===== src/rtl/cbarb_pkg.sv =====
package cbarb_pkg;

  // Per-cycle strobes decoded by the control and consumed by the datapath.
  typedef struct packed {
    logic live;    // arbiter enabled and framing
    logic fsync;   // first cycle of a frame (pair in 32-user mode)
    logic reqLo;   // request cycle carrying ports of the lower half
    logic reqHi;   // request cycle carrying ports of the upper half
    logic decide;  // latch the round-robin choice
    logic grant;   // drive the grant word
  } cbStrobe_t;

endpackage


===== src/rtl/cbarb_ctrl.sv =====
module cbarb_ctrl
  import cbarb_pkg::*;
#(
  parameter int unsigned FRAME_LEN = 16
) (
  input  logic      clk,
  input  logic      rstN,
  input  logic      arbEnN,
  input  logic      mode32,
  output cbStrobe_t strb,
  output logic      frameSyncN
);

  localparam int unsigned PHASE_W = $clog2(2 * FRAME_LEN);
  localparam int unsigned LOW_W   = $clog2(FRAME_LEN);

  logic               live;
  logic [PHASE_W-1:0] cnt;
  logic [LOW_W-1:0]   lowPhase;
  logic               lastCycle;

  assign lowPhase  = cnt[LOW_W-1:0];
  assign lastCycle = mode32 ? (cnt == PHASE_W'(2 * FRAME_LEN - 1))
                            : (cnt == PHASE_W'(FRAME_LEN - 1));

  // live follows the enable one edge late; the phase counter is held at 0
  // whenever framing is off so that each start opens a fresh frame.
  always_ff @(posedge clk) begin
    if (!rstN) begin
      live <= 1'b0;
      cnt  <= '0;
    end else begin
      live <= ~arbEnN;
      if (!live || lastCycle) cnt <= '0;
      else                    cnt <= cnt + 1'b1;
    end
  end

  always_comb begin
    strb        = '0;
    strb.live   = live;
    strb.fsync  = live && (cnt == '0);
    strb.reqLo  = live && (cnt == '0);
    strb.reqHi  = live && mode32 && (cnt == PHASE_W'(FRAME_LEN));
    strb.decide = live && (lowPhase == LOW_W'(1));
    strb.grant  = live && (lowPhase == LOW_W'(FRAME_LEN - 1));
  end

  assign frameSyncN = ~strb.fsync;

  AST_SYNC_ONE_CYCLE: assert property (@(posedge clk) disable iff (!rstN)
    !frameSyncN |=> frameSyncN);
  AST_FIRST_SYNC: assert property (@(posedge clk) disable iff (!rstN)
    (live && !$past(live)) |-> !frameSyncN);
  AST_STROBE_EXCL: assert property (@(posedge clk) disable iff (!rstN)
    $onehot0({strb.reqLo | strb.reqHi, strb.decide, strb.grant}));

endmodule


===== src/rtl/cbarb_dp.sv =====
module cbarb_dp
  import cbarb_pkg::*;
#(
  parameter int unsigned BUS_W = 32
) (
  input  logic             clk,
  input  logic             rstN,
  input  logic             mode32,
  input  cbStrobe_t        strb,
  input  logic [BUS_W-1:0] busIn,
  output logic [BUS_W-1:0] busOut,
  output logic             busOe
);

  localparam int unsigned PORTS  = BUS_W;       // two lines per port, two halves
  localparam int unsigned HALF   = BUS_W / 2;
  localparam int unsigned PORT_W = $clog2(PORTS);

  logic [PORTS-1:0]  reqVec;
  logic [HALF-1:0]   halfReq;
  logic [PORT_W-1:0] ptr;
  logic [PORT_W-1:0] winner;
  logic              winValid;
  logic [PORT_W-1:0] pick;
  logic              found;
  logic [PORT_W-1:0] idx;
  logic [PORT_W-1:0] nextPtr;

  // Either line of a port's pair signals a request.
  for (genvar g = 0; g < HALF; g++) begin : gPair
    assign halfReq[g] = busIn[2*g] | busIn[2*g+1];
  end

  // Round-robin search upward from ptr with wraparound over all ports.
  always_comb begin
    found = 1'b0;
    pick  = '0;
    idx   = '0;
    for (int k = 0; k < PORTS; k++) begin
      idx = ptr + PORT_W'(k);
      if (!found && reqVec[idx]) begin
        found = 1'b1;
        pick  = idx;
      end
    end
  end

  always_comb begin
    nextPtr = winner + 1'b1;
    if (!mode32) nextPtr[PORT_W-1] = 1'b0;
  end

  always_ff @(posedge clk) begin
    if (!rstN) begin
      reqVec   <= '0;
      ptr      <= '0;
      winner   <= '0;
      winValid <= 1'b0;
    end else if (!strb.live) begin
      reqVec   <= '0;
      winValid <= 1'b0;
    end else begin
      if (strb.reqLo) begin
        reqVec[HALF-1:0] <= halfReq;
        if (!mode32) reqVec[PORTS-1:HALF] <= '0;
      end
      if (strb.reqHi) reqVec[PORTS-1:HALF] <= halfReq;
      if (strb.decide) begin
        winner   <= pick;
        winValid <= found;
      end
      if (strb.grant && winValid) begin
        reqVec[winner] <= 1'b0;
        ptr            <= nextPtr;
      end
    end
  end

  assign busOe  = strb.grant;
  assign busOut = strb.grant ? BUS_W'({winValid, winner}) : '0;

  AST_WINNER_STILL_REQ: assert property (@(posedge clk) disable iff (!rstN)
    (strb.grant && winValid) |-> reqVec[winner]);
  AST_PTR_IN_HALF: assert property (@(posedge clk) disable iff (!rstN)
    !mode32 |-> !ptr[PORT_W-1]);
  AST_UPPER_IDLE: assert property (@(posedge clk) disable iff (!rstN)
    (!mode32 && strb.decide) |-> (reqVec[PORTS-1:HALF] == '0));
  AST_NO_DRIVE_OFF: assert property (@(posedge clk) disable iff (!rstN)
    !strb.live |-> (!busOe && busOut == '0));

endmodule


===== src/rtl/cellbus_arbiter.sv =====
module cellbus_arbiter
  import cbarb_pkg::*;
#(
  parameter int unsigned BUS_W     = 32,
  parameter int unsigned FRAME_LEN = 16
) (
  input  logic             clk,
  input  logic             rstN,
  input  logic             arbEnN,
  input  logic             mode32,
  input  logic [BUS_W-1:0] busIn,
  output logic [BUS_W-1:0] busOut,
  output logic             busOe,
  output logic             frameSyncN
);

  cbStrobe_t strb;

  cbarb_ctrl #(.FRAME_LEN(FRAME_LEN)) uCtrl (
    .clk        (clk),
    .rstN       (rstN),
    .arbEnN     (arbEnN),
    .mode32     (mode32),
    .strb       (strb),
    .frameSyncN (frameSyncN)
  );

  cbarb_dp #(.BUS_W(BUS_W)) uDp (
    .clk    (clk),
    .rstN   (rstN),
    .mode32 (mode32),
    .strb   (strb),
    .busIn  (busIn),
    .busOut (busOut),
    .busOe  (busOe)
  );

endmodule


===== config.mk =====
export PLATFORM = sky130hd
export DESIGN_NAME = cellbus_arbiter
export DESIGN_NICKNAME = d
export VERILOG_FILES = /design/src/rtl/cbarb_pkg.sv /design/src/rtl/cbarb_ctrl.sv /design/src/rtl/cbarb_dp.sv /design/src/rtl/cellbus_arbiter.sv
export SDC_FILE = /design/constraint.sdc
export NUM_CORES = 1
export LEC_CHECK = 0
export BUFFER_PORTS_ARGS = -buffer_cell sky130_fd_sc_hd__buf_2
export CORE_AREA = 2 2 115 128
export DETAILED_ROUTE_END_ITERATION = 10
export DIE_AREA = 0 0 117 130
export HOLD_SLACK_MARGIN = 0.15
export PLACE_DENSITY = 0.84
export SLEW_MARGIN = 20
export SYNTH_ARGS = -nofsm -noshare
export SYNTH_HDL_FRONTEND = slang
export SYNTH_SLANG_ARGS = --single-unit
export TNS_END_PERCENT = 30

===== constraint.sdc =====
create_clock -name clk -period 16.6 [get_ports clk]
set_input_delay 1.66 -clock clk [delete_from_list [all_inputs] [get_ports clk]]
set_output_delay 1.66 -clock clk [all_outputs]
set_load 0.01 [all_outputs]

==> metrics <==
hold path depth=1; commonest cells after routing, fill and taps aside=nor2_1, nand2_1, mux4_2; Post-Route WL=approximately 34,000 microns; WHS=0.4850 ns; clk_skew=0.008451 ns; # setup viols final=0; worst-path maximum fanout=31; Starting Density=approximately 63%; HPWL Detailed=between 20,000 and 25,000 microns; Post-synth ARST share=0%; main flop type after synthesis=dfxtp_1; die footprint=~15,000 sq um; gpl congestion=1.080; Slew @ Worst Pin=1.027 ns; htree depth=2; HP Start=uCtrl.cnt[0]; Pint=approximately 200 uW; CTS hold repair buffers=0; clock insertion delay at the later pin of the skew report=about 0.30 ns; max-slew violation count=0; R2R Setup Slk=approximately 9.9 ns; Avg Cell Area, Syn=approximately 8.4 sq um; vias in the first global route=between 8,000 and 9,000; Hold EP=uCtrl.cnt[0]; Psw=between 90 and 100 uW; Die Width=approximately 120 microns; Critical Path End Type=flop; starting DRC count in detailed routing=1,601; # Post-CTS Setup Buffers=0; Max Fclk=~150 MHz; critical path data required time=16.79 ns; clock tree buffer depth=2; total gr overflow=0; PostCTS Resize Cnt=0; area growth from synthesis to layout=3.404%; Seq/Total Area, Yosys=between 10% and 20%; Total GRT Usage=45.24%; max cap viols=0; Setup TNS=0 ns; part of the power in registers=a little over two fifths; post-DR wirelength/cell=27.53 microns; Netlist cell types=approximately 90; io pins=70; CTS tree=built; Fill cells=1,203; die height=130 microns; Post-Syn Instances=approximately 1,000; Hold WC Path Type=flop to flop; slew margin rel.=approximately 31%; CP Launch Point=uDp.ptr[1]; DRC viols=0; share of layout cells above drive strength 1=20.95%; area of the multi-input gates=around 7300 sq um; clock power share=36.6%; Worst Reg-to-Reg Cells=15; Mapped Area=a little under 9000 sq um; Sw Share=between 30 and 40%; crit path launch type=flop; core area=approximately 14,000 sq um; Final nets=1,109; sequential cell area=985.9 sq um; # port buffers=between 40 and 50; DRT antenna net count=0; Sinks on Clock Net=49; Syn. warnings=0; combinational power share=between 20 and 25%; row count=46; Antenna Diode Count=0; Final Hold Fails=0; global-route wire length before repair=~52,000 microns; Vias per Instance=about 7.8; leakage=between 0.003 and 0.004 uW; fin crit period=6.722 ns; FF-to-FF Start=uDp.ptr[1]; clock tree root buffer cell=clkbuf_16; CP Class=flop to flop; status=completed; commonest non-fill, non-tap cell in the layout=nor2_1; Peak supply drop=roughly 0.000060 V; CTS Buf Count=5; unrepaired setup endpoints after global routing=false; largest net degree at the start of global routing=47; period utilization=40.49%; Critical Path AT=approximately 7 ns; initial antenna violation count=0; routed vias=roughly 9,700; R2R Path End=uDp.winner[1]; synthesized flop and latch total=49; Post-synth EDFFs=0; clock transition at the registers of the reported paths=0.07 ns; DR pass1 iterations=8; pwr/cell area=~32 nW/um^2
power by group through the flow:
stage | combinational (uW) | sequential [uW] | clock, uW
finish | 62.8 | 122 | 107
global route | 66.8 | 122 | 111
CTS | 59.9 | 122 | 107
detailed placement | 59.6 | 124 | 0
global placement | 60.0 | 124 | 0
floorplan | 48.1 | 123 | 0
how the worst max path moves through the flow:
stage          depth (start not counted)  slack (ns)             to
2_1_floorplan                         23       11.04  uDp.winner[2]
3_3_place_gp                          14       10.26  uDp.winner[1]
3_5_place_dp                          15       10.23  uDp.winner[1]
4_1_cts                               15       10.20  uDp.winner[1]
5_1_grt                               15        9.57  uDp.winner[1]
6_report                              15        9.88  uDp.winner[1]
final cells by class:
type                            count  share of cell area, %
Multi-Input combinational cell    907                  79.96
Sequential cell                    49                  10.76
Timing Repair Buffer               60                  3.742
Tap cell                          192                  2.622
Clock buffer                        5                  1.366
Inverter                           31                  1.270
Clock inverter                      3                 0.2731
through the flow:
stage / total power (uW) / area [sq um] / utilization (%) / cells / setup slack (ns)
global route: 300.2 / 9161 / 64.97 / 1247 / 9.570
finish: 291.6 / 9161 / 64.97 / 1247 / 9.878
detailed placement: 183.9 / 9009 / 63.89 / 1239 / 10.23
floorplan: 170.7 / 8954 / - / 1074 / 11.04
global placement: 184.3 / 9009 / 63.89 / 1239 / 10.26
CTS: 288.6 / 9159 / 64.95 / 1247 / 10.20
Yosys cell counts, drive strengths merged, types with 8 or more instances:
master,number,area (sq um)
a211o,8,70.07
a211oi,27,215.2
a21oi,58,297.8
a31oi,9,56.30
and2,13,81.33
buf,46,389.1
clkbuf,41,153.9
dfxtp,49,980.9
ha,19,237.7
inv,29,108.9
mux2,58,660.6
mux2i,44,452.9
mux4,79,1821
nand2,77,289.0
nand2b,9,56.30
nand3,35,175.2
nand4,19,148.9
nor2,127,476.7
nor3,46,235.2
nor4,10,83.83
o211ai,18,135.1
o21ai,51,255.3
o22ai,8,50.05
o31ai,8,60.06
xnor2,29,254.0
flip-flops by register name, summed over array words and instances (netlist names):
name	cells
uDp.winValid	1
uDp.ptr	5
uDp.reqVec	32
uDp.winner	5
uCtrl.live	1
uCtrl.cnt	5
critical path, stage by stage, from the launching register on:
cell     delay (ns)
dfxtp_4        0.34
buf_4          0.39
inv_1          0.48
ha_1           1.09
mux4_2         0.67
mux2i_1        0.60
mux2i_1        0.30
mux2i_4        0.33
nand3_1        0.41
nor3_1         0.57
nand4_1        0.32
nor3_1         0.48
nor3_1         0.10
o21ai_0        0.19
o211a_1        0.20
o32ai_1        0.09
cell families after synthesis:
logic type	count (synthesis)	share of synthesized area, %
and+or+nand+nor	376	20.82
other	1	0.04233
xor gates and xnor gates	35	3.460
muxes	181	33.12
buffers and inverters	118	7.442
DFF	49	11.07
AOI/OAI and AO/OA	270	21.37
adders and majority gates	19	2.683
per-layer routing:
layer | share of wire (%) | wire length [microns] | GRT usage (%)
met4 | 8.2 | 2810 | 29.00
met5 | 0 | 0 | 0
met2 | 45 | 15320 | 70.89
met3 | 12 | 4140 | 9.475
met1 | 35 | 12060 | 56.67
No activity file was read; power rests on OpenSTA's default activity.
